### config.mk
export PLATFORM = sky130hd
export DESIGN_NAME = eff_addr_gen
export DESIGN_NICKNAME = d
export VERILOG_FILES = /design/src/rtl/eag_pkg.sv /design/src/rtl/eag_regs.sv /design/src/rtl/eag_ea_calc.sv /design/src/rtl/eag_seq.sv /design/src/rtl/eff_addr_gen.sv
export SDC_FILE = /design/constraint.sdc
export NUM_CORES = 1
export LEC_CHECK = 0
export BUFFER_PORTS_ARGS = -buffer_cell sky130_fd_sc_hd__buf_4
export CAP_MARGIN = 15
export CORE_MARGIN = 2
export CORE_UTILIZATION = 40
export CTS_BUF_LIST = sky130_fd_sc_hd__clkbuf_2 sky130_fd_sc_hd__clkbuf_4 sky130_fd_sc_hd__clkbuf_8
export CTS_CLUSTER_SIZE = 8
export DETAILED_ROUTE_END_ITERATION = 12
export PLACE_DENSITY = 0.65
export SYNTH_ARGS = -nofsm -noshare
export SYNTH_HDL_FRONTEND = slang
export SYNTH_SLANG_ARGS = --single-unit
### constraint.sdc
create_clock -name clk_i -period 3.5 [get_ports clk_i]
set_clock_uncertainty 0.05 [all_clocks]
set_input_delay 0.35 -clock clk_i [delete_from_list [all_inputs] [get_ports clk_i]]
set_output_delay 0.35 -clock clk_i [all_outputs]
set_load 0.02 [all_outputs]
### src/rtl/eag_pkg.sv
package eag_pkg;
  typedef enum logic [3:0] {
    M_IMM  = 4'd0,
    M_DIR  = 4'd1,
    M_IND  = 4'd2,
    M_REG  = 4'd3,
    M_RIND = 4'd4,
    M_AINC = 4'd5,
    M_ADEC = 4'd6,
    M_REL  = 4'd7,
    M_IDX  = 4'd8,
    M_BASE = 4'd9
  } mode_e;

  typedef enum logic [2:0] {
    S_IDLE,
    S_IND_REQ,
    S_IND_CAP,
    S_OP_REQ,
    S_OP_CAP,
    S_FIN
  } state_e;
endpackage

### src/rtl/eag_regs.sv
module eag_regs #(
  parameter int unsigned W           = 12,
  parameter int unsigned NREG        = 4,
  parameter int unsigned INSTR_WORDS = 2
) (
  input  logic                    clk_i,
  input  logic                    rst_ni,
  input  logic                    wr_en_i,
  input  logic [$clog2(NREG)-1:0] wr_sel_i,
  input  logic [W-1:0]            wr_data_i,
  input  logic                    pc_adv_i,
  input  logic                    r1_upd_i,
  input  logic [W-1:0]            r1_val_i,
  output logic [W-1:0]            pc_o,
  output logic [W-1:0]            r1_o,
  output logic [W-1:0]            xr_o,
  output logic [W-1:0]            br_o
);
  localparam int unsigned SW = $clog2(NREG);
  localparam logic [W-1:0] PC_STEP = W'(INSTR_WORDS);
  localparam int unsigned IDX_PC = 0;
  localparam int unsigned IDX_R1 = 1;

  logic [W-1:0] regs_q [NREG];

  for (genvar g = 0; g < NREG; g++) begin : g_reg
    always_ff @(posedge clk_i or negedge rst_ni) begin
      if (!rst_ni) begin
        regs_q[g] <= '0;
      end else if (wr_en_i && wr_sel_i == SW'(g)) begin
        regs_q[g] <= wr_data_i;
      end else if (g == IDX_PC && pc_adv_i) begin
        regs_q[g] <= regs_q[g] + PC_STEP;
      end else if (g == IDX_R1 && r1_upd_i) begin
        regs_q[g] <= r1_val_i;
      end
    end
  end

  assign pc_o = regs_q[0];
  assign r1_o = regs_q[1];
  assign xr_o = regs_q[2];
  assign br_o = regs_q[3];
endmodule

### src/rtl/eag_ea_calc.sv
module eag_ea_calc
  import eag_pkg::*;
#(
  parameter int unsigned W           = 12,
  parameter int unsigned INSTR_WORDS = 2
) (
  input  logic [3:0]   mode_i,
  input  logic [W-1:0] addr_i,
  input  logic [W-1:0] pc_i,
  input  logic [W-1:0] r1_i,
  input  logic [W-1:0] xr_i,
  input  logic [W-1:0] br_i,
  output logic [W-1:0] ea_o,
  output logic [W-1:0] imm_o,
  output logic         r1_upd_o,
  output logic [W-1:0] r1_val_o,
  output logic         use_mem_o,
  output logic         indirect_o,
  output logic         illegal_o
);
  localparam logic [W-1:0] ONE     = W'(1);
  localparam logic [W-1:0] PC_NEXT = W'(INSTR_WORDS);

  always_comb begin
    ea_o       = '0;
    imm_o      = '0;
    r1_upd_o   = 1'b0;
    r1_val_o   = r1_i;
    use_mem_o  = 1'b1;
    indirect_o = 1'b0;
    illegal_o  = 1'b0;
    case (mode_i)
      M_IMM: begin
        ea_o      = pc_i + ONE;
        imm_o     = addr_i;
        use_mem_o = 1'b0;
      end
      M_DIR:  ea_o = addr_i;
      M_IND:  indirect_o = 1'b1;  // pointer fetched by the sequencer
      M_REG: begin
        imm_o     = r1_i;
        use_mem_o = 1'b0;
      end
      M_RIND: ea_o = r1_i;
      M_AINC: begin
        ea_o     = r1_i;
        r1_upd_o = 1'b1;
        r1_val_o = r1_i + ONE;
      end
      M_ADEC: begin
        ea_o     = r1_i - ONE;
        r1_upd_o = 1'b1;
        r1_val_o = r1_i - ONE;
      end
      M_REL:  ea_o = pc_i + PC_NEXT + addr_i;
      M_IDX:  ea_o = xr_i + addr_i;
      M_BASE: ea_o = br_i + addr_i;
      default: begin
        illegal_o = 1'b1;
        use_mem_o = 1'b0;
      end
    endcase
  end
endmodule

### src/rtl/eag_seq.sv
module eag_seq
  import eag_pkg::*;
#(
  parameter int unsigned W = 12
) (
  input  logic         clk_i,
  input  logic         rst_ni,
  input  logic         start_i,
  input  logic [W-1:0] addr_i,
  input  logic [W-1:0] calc_ea_i,
  input  logic [W-1:0] imm_i,
  input  logic         use_mem_i,
  input  logic         indirect_i,
  input  logic         illegal_i,
  input  logic [W-1:0] mem_rdata_i,
  output logic         idle_o,
  output logic         mem_rd_o,
  output logic [W-1:0] mem_addr_o,
  output logic [W-1:0] ea_o,
  output logic [W-1:0] operand_o,
  output logic         done_o,
  output logic         illegal_o,
  output logic         pc_adv_o
);
  state_e       state_q;
  logic [W-1:0] addr_q, ea_q, op_q;
  logic         ill_q;

  always_ff @(posedge clk_i or negedge rst_ni) begin
    if (!rst_ni) begin
      state_q <= S_IDLE;
      addr_q  <= '0;
      ea_q    <= '0;
      op_q    <= '0;
      ill_q   <= 1'b0;
    end else begin
      case (state_q)
        S_IDLE: if (start_i) begin
          addr_q <= addr_i;
          ill_q  <= illegal_i;
          ea_q   <= calc_ea_i;
          op_q   <= imm_i;
          if (illegal_i || !use_mem_i) state_q <= S_FIN;
          else if (indirect_i)         state_q <= S_IND_REQ;
          else                         state_q <= S_OP_REQ;
        end
        S_IND_REQ: state_q <= S_IND_CAP;
        S_IND_CAP: begin
          ea_q    <= mem_rdata_i;
          state_q <= S_OP_REQ;
        end
        S_OP_REQ: state_q <= S_OP_CAP;
        S_OP_CAP: begin
          op_q    <= mem_rdata_i;
          state_q <= S_FIN;
        end
        S_FIN:   state_q <= S_IDLE;
        default: state_q <= S_IDLE;
      endcase
    end
  end

  assign idle_o     = (state_q == S_IDLE);
  assign mem_rd_o   = (state_q == S_IND_REQ) || (state_q == S_OP_REQ);
  assign mem_addr_o = (state_q == S_IND_REQ) ? addr_q : ea_q;
  assign ea_o       = ea_q;
  assign operand_o  = op_q;
  assign done_o     = (state_q == S_FIN);
  assign illegal_o  = done_o && ill_q;
  assign pc_adv_o   = done_o && !ill_q;


  done_pulse_chk: assert property (@(posedge clk_i) disable iff (!rst_ni)
    done_o |=> !done_o);


  mem_gap_chk: assert property (@(posedge clk_i) disable iff (!rst_ni)
    mem_rd_o |=> !mem_rd_o && !done_o);
endmodule

### src/rtl/eff_addr_gen.sv
module eff_addr_gen
  import eag_pkg::*;
#(
  parameter int unsigned W           = 12,
  parameter int unsigned INSTR_WORDS = 2
) (
  input  logic         clk_i,
  input  logic         rst_ni,
  input  logic         start_i,
  input  logic [3:0]   mode_i,
  input  logic [W-1:0] addr_i,
  input  logic         wr_en_i,
  input  logic [1:0]   wr_sel_i,
  input  logic [W-1:0] wr_data_i,
  output logic         mem_rd_o,
  output logic [W-1:0] mem_addr_o,
  input  logic [W-1:0] mem_rdata_i,
  output logic [W-1:0] ea_o,
  output logic [W-1:0] operand_o,
  output logic         done_o,
  output logic         illegal_o,
  output logic [W-1:0] pc_o,
  output logic [W-1:0] r1_o
);
  localparam int unsigned NREG = 4;
  localparam logic [W-1:0] PC_STEP = W'(INSTR_WORDS);

  logic [W-1:0] xr, br, calc_ea, imm, r1_val;
  logic         r1_upd, use_mem, indirect, calc_ill, idle, pc_adv;

  eag_ea_calc #(.W(W), .INSTR_WORDS(INSTR_WORDS)) calc_i (
    .mode_i(mode_i), .addr_i(addr_i), .pc_i(pc_o), .r1_i(r1_o),
    .xr_i(xr), .br_i(br), .ea_o(calc_ea), .imm_o(imm),
    .r1_upd_o(r1_upd), .r1_val_o(r1_val), .use_mem_o(use_mem),
    .indirect_o(indirect), .illegal_o(calc_ill)
  );

  eag_regs #(.W(W), .NREG(NREG), .INSTR_WORDS(INSTR_WORDS)) regs_i (
    .clk_i(clk_i), .rst_ni(rst_ni),
    .wr_en_i(wr_en_i && idle), .wr_sel_i(wr_sel_i), .wr_data_i(wr_data_i),
    .pc_adv_i(pc_adv), .r1_upd_i(r1_upd && idle && start_i),
    .r1_val_i(r1_val), .pc_o(pc_o), .r1_o(r1_o), .xr_o(xr), .br_o(br)
  );

  eag_seq #(.W(W)) seq_i (
    .clk_i(clk_i), .rst_ni(rst_ni), .start_i(start_i), .addr_i(addr_i),
    .calc_ea_i(calc_ea), .imm_i(imm), .use_mem_i(use_mem),
    .indirect_i(indirect), .illegal_i(calc_ill), .mem_rdata_i(mem_rdata_i),
    .idle_o(idle), .mem_rd_o(mem_rd_o), .mem_addr_o(mem_addr_o),
    .ea_o(ea_o), .operand_o(operand_o), .done_o(done_o),
    .illegal_o(illegal_o), .pc_adv_o(pc_adv)
  );


  pc_step_chk: assert property (@(posedge clk_i) disable iff (!rst_ni)
    done_o && !illegal_o |=> pc_o == $past(pc_o) + PC_STEP);


  illegal_hold_chk: assert property (@(posedge clk_i) disable iff (!rst_ni)
    done_o && illegal_o |=> pc_o == $past(pc_o) && r1_o == $past(r1_o));


  ainc_chk: assert property (@(posedge clk_i) disable iff (!rst_ni)
    start_i && idle && !wr_en_i && mode_i == M_AINC |=> r1_o == $past(r1_o) + W'(1));


  adec_chk: assert property (@(posedge clk_i) disable iff (!rst_ni)
    start_i && idle && !wr_en_i && mode_i == M_ADEC |=> r1_o == $past(r1_o) - W'(1));


  fast_done_chk: assert property (@(posedge clk_i) disable iff (!rst_ni)
    start_i && idle && (mode_i == M_IMM || mode_i == M_REG || mode_i > 4'd9)
    |=> done_o && !mem_rd_o);
endmodule

==> run_results.csv, run 1 <==
group,metric,value,unit
timing,max_clock_freq,306.3,MHz
grt,grt_start_max_net_pins,51,
clock_network,cts_inserted_buffers,9,
min_path,whs_endpoint,"seq_i.ea_o[2]",
yosys,yosysMostFrequentCell,"sky130_fd_sc_hd__dfrtp_1",
min_path,min-delay-start,"mem_rdata_i[2]",
yosys,net_count_synth,740,
layout,layout-area-overhead-vs-synth,20.74,%
routing,vias_per_cell,5.919,
critical_path,worstPathCellList,"nand2_1, nor2_2, nand2_1, xor2_1, o21ai_0, ha_1, nand2b_1, o22ai_1, a222oi_1, a21oi_1, or4_1",
timing,setup_total_negative_slack,0,ps
critical_path,crit_required,3710,ps
timing,final.setup.worst_slack,234.9,ps
clock_network,tritoncts,"done",
timing,timing.max_slew.rel_slack,31.31,%
critical_path,crit_path_frequent_cell,"sky130_fd_sc_hd__nand2_1",
critical_path,timing.critical_path.arrival,3470,ps
placed_design,gp_routability_congestion,0.9319,
critical_path,r2r_setup_slack,230,ps
layout,layout-drive-gt1-share,25.97,%
critical_path,rr_startpoint,"regs_i.pc_o[3]",
critical_path,path_max_fanout,10,
placed_design,pre_cts_ws,191.3,ps
timing,max_slew.worst_pin.slew,1028,ps
critical_path,worstSetupStartpoint,"regs_i.pc_o[3]",
grt,number_of_antenna_violations_at_the_first_check_in_global_routing,0,
yosys,synthesis.area_per_instance,8.745,um2
yosys,synthFlopType,"sky130_fd_sc_hd__dfrtp_1",
critical_path,cp_slowest_cell,"sky130_fd_sc_hd__dfrtp_1",
timing,finalWorstPathRequiredPeriod,3265,ps
routing,drt-initial-drc-count,571,
critical_path,timing.rr.end,"seq_i.ea_o[9]",
floorplanning,floorplan.die.width,125.8,um
routing,routed-via-count,5647,
placed_design,post-dp-hpwl,14950,um
clock_network,clk-insertion-delay-late,390,ps
timing,timing.final.max_slew_violations,0,
pwr,cellPowerDensity,879.9,nW/um2
timing,finalHoldViolations,0,
flow_run,drv.max_cap_violation_count,0,
floorplanning,boundaryPins,109,
clock_network,post_cts.repair.setup_buffers,0,
yosys,synthDominantCellAreaShare,37.14,%
timing,unrepaired_setup_endpoints_after_global_routing,"no",
layout,layout.nets,827,
yosys,ys_types,62,
floorplanning,die_h,125.8,um
min_path,worstHoldPathType,"primary input to register",
placed_design,numPortBuffers,108,
min_path,hold_path_depth,3,
clock_network,cts_max_path_buffers,2,
clock_network,htree_num_levels,3,
yosys,main_area_contributors_after_synthesis,"sky130_fd_sc_hd__dfrtp_1 (37%), sky130_fd_sc_hd__mux2_2 (7.2%), sky130_fd_sc_hd__a21oi_1 (5.3%)",
grt,globalRouteOverflowTotal,0,
routing,wl_per_cell,20.38,um
layout,num_antenna_cells,0,
yosys,synth_commonest_cells,"sky130_fd_sc_hd__dfrtp_1 (88), sky130_fd_sc_hd__nand2_1 (82), sky130_fd_sc_hd__nor2_1 (64)",
timing,finalSetupViolations,0,
yosys,netlist.top_cell.by_area,"sky130_fd_sc_hd__dfrtp_1",
routing,drt_pass1_iterations,5,
critical_path,cp-start-kind,"register",
yosys,synth-async-reset-ratio,100.0,%
floorplanning,initial_core_util,40.80,%
grt,first_global_vias,5471,
outcome,status,"finished, final reports clean",
pwr,total_leakage_power,3.091,nW
placed_design,dpl-instance-area,6919,um2
pwr,vdd_ir_drop_max,0.3437,mV
floorplanning,floorplan.core_area,14530,um2
routing,drt-total-wl,19440,um
critical_path,worst_setup_path_class,"register to register",
layout,stdcell_area,7159,um2
clock_network,numClockSinks,88,
yosys,synth_seq_cells,88,
critical_path,cpPeakStageDelay,560,ps
critical_path,timing.reg2reg.worst_path_depth,11,
pwr,total_power,6.300,mW
routing,remaining_drc_errors,0,
floorplanning,rows,44,
critical_path,cp.buffers_inverters,0,
routing,drtAntennaViolNets,0,
floorplanning,design.die.area,15810,um2
clock_network,clkSlewWorstSetupHoldPaths,100,ps
yosys,syn_area,5929,um2
critical_path,cp_top_family,"simple AND/OR/NAND/NOR gates",
grt,grt_pass1_wl,30350,um
yosys,post_synth_inst_count,678,
yosys,synth-edff-count,0,
timing,period_share,93.29,%
yosys,synth-seq-area-share,37.14,%
grt,globalRouteTotalUtil,24.31,%
critical_path,timing.critical_path.to_type,"register",
clock_network,cts.root.buffer_cell,"sky130_fd_sc_hd__clkbuf_8",
yosys,ys_warn_count,0,
==> cells by family (layout without fill, tap and decap cells) <==
group / Yosys count / in the layout / synth area share, %
compound gates: 187 / 187 / 20.57
xor+xnor: 44 / 44 / 6.499
fa+ha+maj: 16 / 16 / 3.503
buf+inv: 62 / 154 / 4.241
flops: 88 / 88 / 37.14
mux: 50 / 50 / 9.243
simple gates: 231 / 231 / 18.80
==> area by class of cell <==
cell class                      count  area [um2]
Clock inverter                      7       95.09
Sequential cell                    88        2203
Inverter                            8       30.03
Multi-Input combinational cell    528        3486
Tap cell                          184       230.2
Clock buffer                        9       123.9
Timing Repair Buffer              130       991.0
Fill cell                        1389        7375
==> through the flow <==
step	cells	util (%)	hold WS, ps
floorplan	678	-	4.409
global placement	937	47.61	368.2
detailed placement	937	47.61	378.1
CTS	954	49.18	123.2
global route	954	49.26	141.7
finish	954	49.26	129.7
==> power by group <==
group	internal [mW]	leakage, nW	switching (mW)
registers	1.49	1.09	0.598
logic	1.51	1.90	1.91
clock network	0.403	0.110	0.389
total	3.40	3.09	2.90
==> registers in the layout, indices dropped and copies added, names as in the netlist <==
register         flops
regs_i.xr_o         12
regs_i.r1_o         12
seq_i.operand_o     12
seq_i.addr_q        12
regs_i.pc_o         12
regs_i.br_o         12
seq_i.state_q        3
seq_i.ea_o          12
seq_i.ill_q          1
==> cell usage in the layout (no fill, tap or decap), types with 3 or more instances in the layout <==
master	instances
sky130_fd_sc_hd__xor2_1	21
sky130_fd_sc_hd__clkbuf_8	9
sky130_fd_sc_hd__nor4_1	8
sky130_fd_sc_hd__o221ai_1	3
sky130_fd_sc_hd__a21oi_1	63
sky130_fd_sc_hd__xnor2_1	23
sky130_fd_sc_hd__o22ai_1	10
sky130_fd_sc_hd__o21ai_0	38
sky130_fd_sc_hd__a221o_1	7
sky130_fd_sc_hd__nor3b_1	3
sky130_fd_sc_hd__a211oi_1	6
sky130_fd_sc_hd__o31ai_1	4
sky130_fd_sc_hd__nand3_1	19
sky130_fd_sc_hd__nand2b_1	3
sky130_fd_sc_hd__a21o_1	3
sky130_fd_sc_hd__inv_1	8
sky130_fd_sc_hd__dfrtp_1	87
sky130_fd_sc_hd__nor2b_1	5
sky130_fd_sc_hd__and3_1	6
sky130_fd_sc_hd__nand2_1	82
sky130_fd_sc_hd__buf_4	128
sky130_fd_sc_hd__and2_1	6
sky130_fd_sc_hd__ha_1	14
sky130_fd_sc_hd__a22oi_1	7
sky130_fd_sc_hd__nor3_1	11
sky130_fd_sc_hd__mux2_2	38
sky130_fd_sc_hd__a221oi_1	18
sky130_fd_sc_hd__nand4_1	6
sky130_fd_sc_hd__nor2_1	63
sky130_fd_sc_hd__or4_1	4
sky130_fd_sc_hd__o32ai_1	3
sky130_fd_sc_hd__o21a_1	3
sky130_fd_sc_hd__mux2i_1	12
sky130_fd_sc_hd__o31a_1	3
==> how the worst max path moves through the flow <==
stage,end,slack [ps],cells past startpoint
CTS,seq_i.ea_o[9],170,12
global route,seq_i.ea_o[9],40,11
floorplan,seq_i.ea_o[10],370,15
detailed placement,seq_i.ea_o[9],190,12
finish,seq_i.ea_o[9],230,11
global placement,seq_i.ea_o[9],300,11
==> routing by layer <==
layer / part of all wire, % / up-vias / track usage, %
met1: 45 / 2710 / 35.47
met3: 7.8 / 20 / 4.291
met2: 46 / 259 / 37.68
met4: 1.2 / 0 / 6.012
li1: - / 2658 / -
met5: 0 / - / 0
==> worst reg2reg max path, stage by stage, from the launching register on <==
cell and delay [ps]:
sky130_fd_sc_hd__dfrtp_1 560, sky130_fd_sc_hd__nand2_1 240, sky130_fd_sc_hd__nor2_2 190, sky130_fd_sc_hd__nand2_1 110, sky130_fd_sc_hd__xor2_1 160, sky130_fd_sc_hd__o21ai_0 260
sky130_fd_sc_hd__ha_1 350, sky130_fd_sc_hd__nand2b_1 120, sky130_fd_sc_hd__o22ai_1 90, sky130_fd_sc_hd__a222oi_1 360, sky130_fd_sc_hd__a21oi_1 110, sky130_fd_sc_hd__or4_1 530
==> what timing repair did <==
| item | CTS | global route |
|---|---|---|
| endpoints found under the hold margin | 48 | 0 |
| setup endpoints to repair | 0 | 2 |
| hold buffers | 1 | 0 |
| resized for setup | 0 | 4 |
No activity file was read; power rests on OpenSTA's default activity.
==> run 2, diff against run 1 <==
- HOLD_SLACK_MARGIN: default -> 0.15
==> run 2 against run 1 <==
Design area grew 0.84%. Worst setup slack got worse by 43 ps. Register-to-register slack got worse by 40 ps. Utilization increased by 0.41 points. Combinational power is essentially flat. Final cell count rose by 0.63%. Worst hold slack gained 33 ps. Sequential power about the same. Clock power about the same. Largest power group unchanged.
==> run_results.csv, run 2 (same netlist as run 1, synthesis figures left out) <==
group,metric,value,unit
grt,number_of_antenna_violations_at_the_first_check_in_global_routing,0,
layout,layout-drive-gt1-share,25.77,%
routing,drt-total-wl,19390,um
critical_path,crit_required,3710,ps
routing,wl_per_cell,20.20,um
critical_path,crit_path_frequent_cell,"sky130_fd_sc_hd__nand2_1",
layout,mostFrequentLayoutCell,"sky130_fd_sc_hd__buf_4",
grt,gr-usage-met2,37.77,%
clock_network,htree_num_levels,3,
clock_network,numClockSinks,88,
layout,layout-area-overhead-vs-synth,21.76,%
timing,finalSetupViolations,0,
floorplanning,design.die.area,15810,um2
routing,remaining_drc_errors,0,
critical_path,cp-start-kind,"register",
critical_path,r2r_setup_slack,190,ps
critical_path,worstPathCellList,"ha_2, nand2_1, nor2_2, nand2_1, xor2_1, o21ai_0, ha_1, nand2b_1, o22ai_1, a222oi_1, a21oi_1, or4_1",
critical_path,path_max_fanout,7,
routing,drt_pass1_iterations,5,
routing,routed-via-count,5643,
timing,timing.final.max_slew_violations,0,
layout,layout_common_cells,"sky130_fd_sc_hd__buf_4 (128), sky130_fd_sc_hd__dfrtp_1 (87), sky130_fd_sc_hd__nand2_1 (82)",
critical_path,worst_setup_path_class,"register to register",
routing,drt-initial-drc-count,594,
timing,timing.max_slew.rel_slack,36.24,%
layout,layout.nets,833,
floorplanning,floorplan.die.width,125.8,um
routing,vias_per_cell,5.878,
critical_path,timing.critical_path.arrival,3520,ps
pwr,total_leakage_power,3.116,nW
min_path,worstHoldPathType,"primary input to register",
timing,finalHoldViolations,0,
floorplanning,rows,44,
placed_design,post-dp-hpwl,14950,um
placed_design,numPortBuffers,108,
floorplanning,initial_core_util,40.80,%
grt,groute.layer.met3.usage,4.206,%
timing,unrepaired_setup_endpoints_after_global_routing,"no",
timing,final.setup.worst_slack,192.0,ps
grt,use_met1,35.53,%
timing,period_share,94.52,%
timing,setup_total_negative_slack,0,ps
timing,max_slew.worst_pin.slew,954.0,ps
placed_design,dpl-instance-area,6919,um2
timing,finalWorstPathRequiredPeriod,3308,ps
timing,max_clock_freq,302.3,MHz
critical_path,cpPeakStageDelay,530,ps
placed_design,pre_cts_ws,191.3,ps
outcome,status,"finished, final reports clean",
floorplanning,floorplan.core_area,14530,um2
layout,stdcell_area,7219,um2
grt,first_global_vias,5493,
flow_run,drv.max_cap_violation_count,0,
routing,drtAntennaViolNets,0,
grt,grt_start_max_net_pins,51,
pwr,cellPowerDensity,872.4,nW/um2
placed_design,gp_routability_congestion,0.9319,
grt,grt_pass1_wl,30390,um
clock_network,cts_max_path_buffers,2,
clock_network,clkSlewWorstSetupHoldPaths,100,ps
critical_path,timing.critical_path.to_type,"register",
grt,globalRouteOverflowTotal,0,
floorplanning,die_h,125.8,um
layout,num_antenna_cells,0,
clock_network,clk-insertion-delay-late,390,ps
grt,global_route.peak_usage_layer,"met2",
grt,globalRouteTotalUtil,24.33,%
pwr,vdd_ir_drop_max,0.3427,mV
clock_network,tritoncts,"done",
clock_network,cts_inserted_buffers,9,
floorplanning,boundaryPins,109,
critical_path,cp_slowest_cell,"sky130_fd_sc_hd__or4_1",
clock_network,cts.root.buffer_cell,"sky130_fd_sc_hd__clkbuf_8",
==> run 2: metal layers <==
layer	up-vias	part of all wire (%)
li1	2676	-
met1	2712	45
met2	238	46
met3	17	8.1
met4	0	1.1
met5	-	0
==> run 2: cell type report <==
class / instances / area [um2]
fill: 1381 / 7315
multi-input combinational: 528 / 3486
sequential: 88 / 2203
timing repair buffer: 136 / 1051
tap: 184 / 230.2
clock buffer: 9 / 123.9
clock inverter: 7 / 95.09
inverter: 8 / 30.03
==> run 2: path summary, 6_finish.rpt <==
kind	depth (start not counted)	start	to
worst max-delay path	12	regs_i.pc_o[1]	seq_i.ea_o[9]
worst min-delay path	3	mem_rdata_i[7]	seq_i.ea_o[7]
worst max register to register	12	regs_i.pc_o[1]	seq_i.ea_o[9]
worst min register to register	2	seq_i.addr_q[5]	seq_i.addr_q[5]
max in group asynchronous	3	rst_ni	regs_i.pc_o[4]
min in group asynchronous	2	rst_ni	seq_i.addr_q[10]
==> run 2: critical path, delay by kind of cell, from the launching register on <==
family | cells | cell delay, ps
xor gates and xnor gates | 1 | 160
and+or+nand+nor | 5 | 1120
AOI/OAI and AO/OA | 4 | 840
adders and majority gates | 2 | 610
DFF | 1 | 380
==> run 2: metrics by stage <==
stage	utilization [%]	hold slack, ps	total power, mW	cells
finish	49.67	163.1	6.298	960
global route	49.67	167.7	6.720	960
CTS	49.60	150.4	6.300	960
detailed placement	47.61	378.1	5.484	937
global placement	47.61	368.2	5.412	937
floorplan	-	4.409	4.172	678
==> run 2: power by group <==
group / internal [mW] / total, mW / leakage (nW) / switching, mW
Clock: 0.403 / 0.792 / 0.110 / 0.389
Sequential: 1.49 / 2.09 / 1.09 / 0.594
Combinational: 1.51 / 3.42 / 1.92 / 1.91
==> run 2: what timing repair did <==
action	CTS	global route
buffers inserted	0	0
hold buffers	7	0
endpoints found under the hold margin	54	0
resized for setup	0	4
endpoints found under the setup margin	0	2
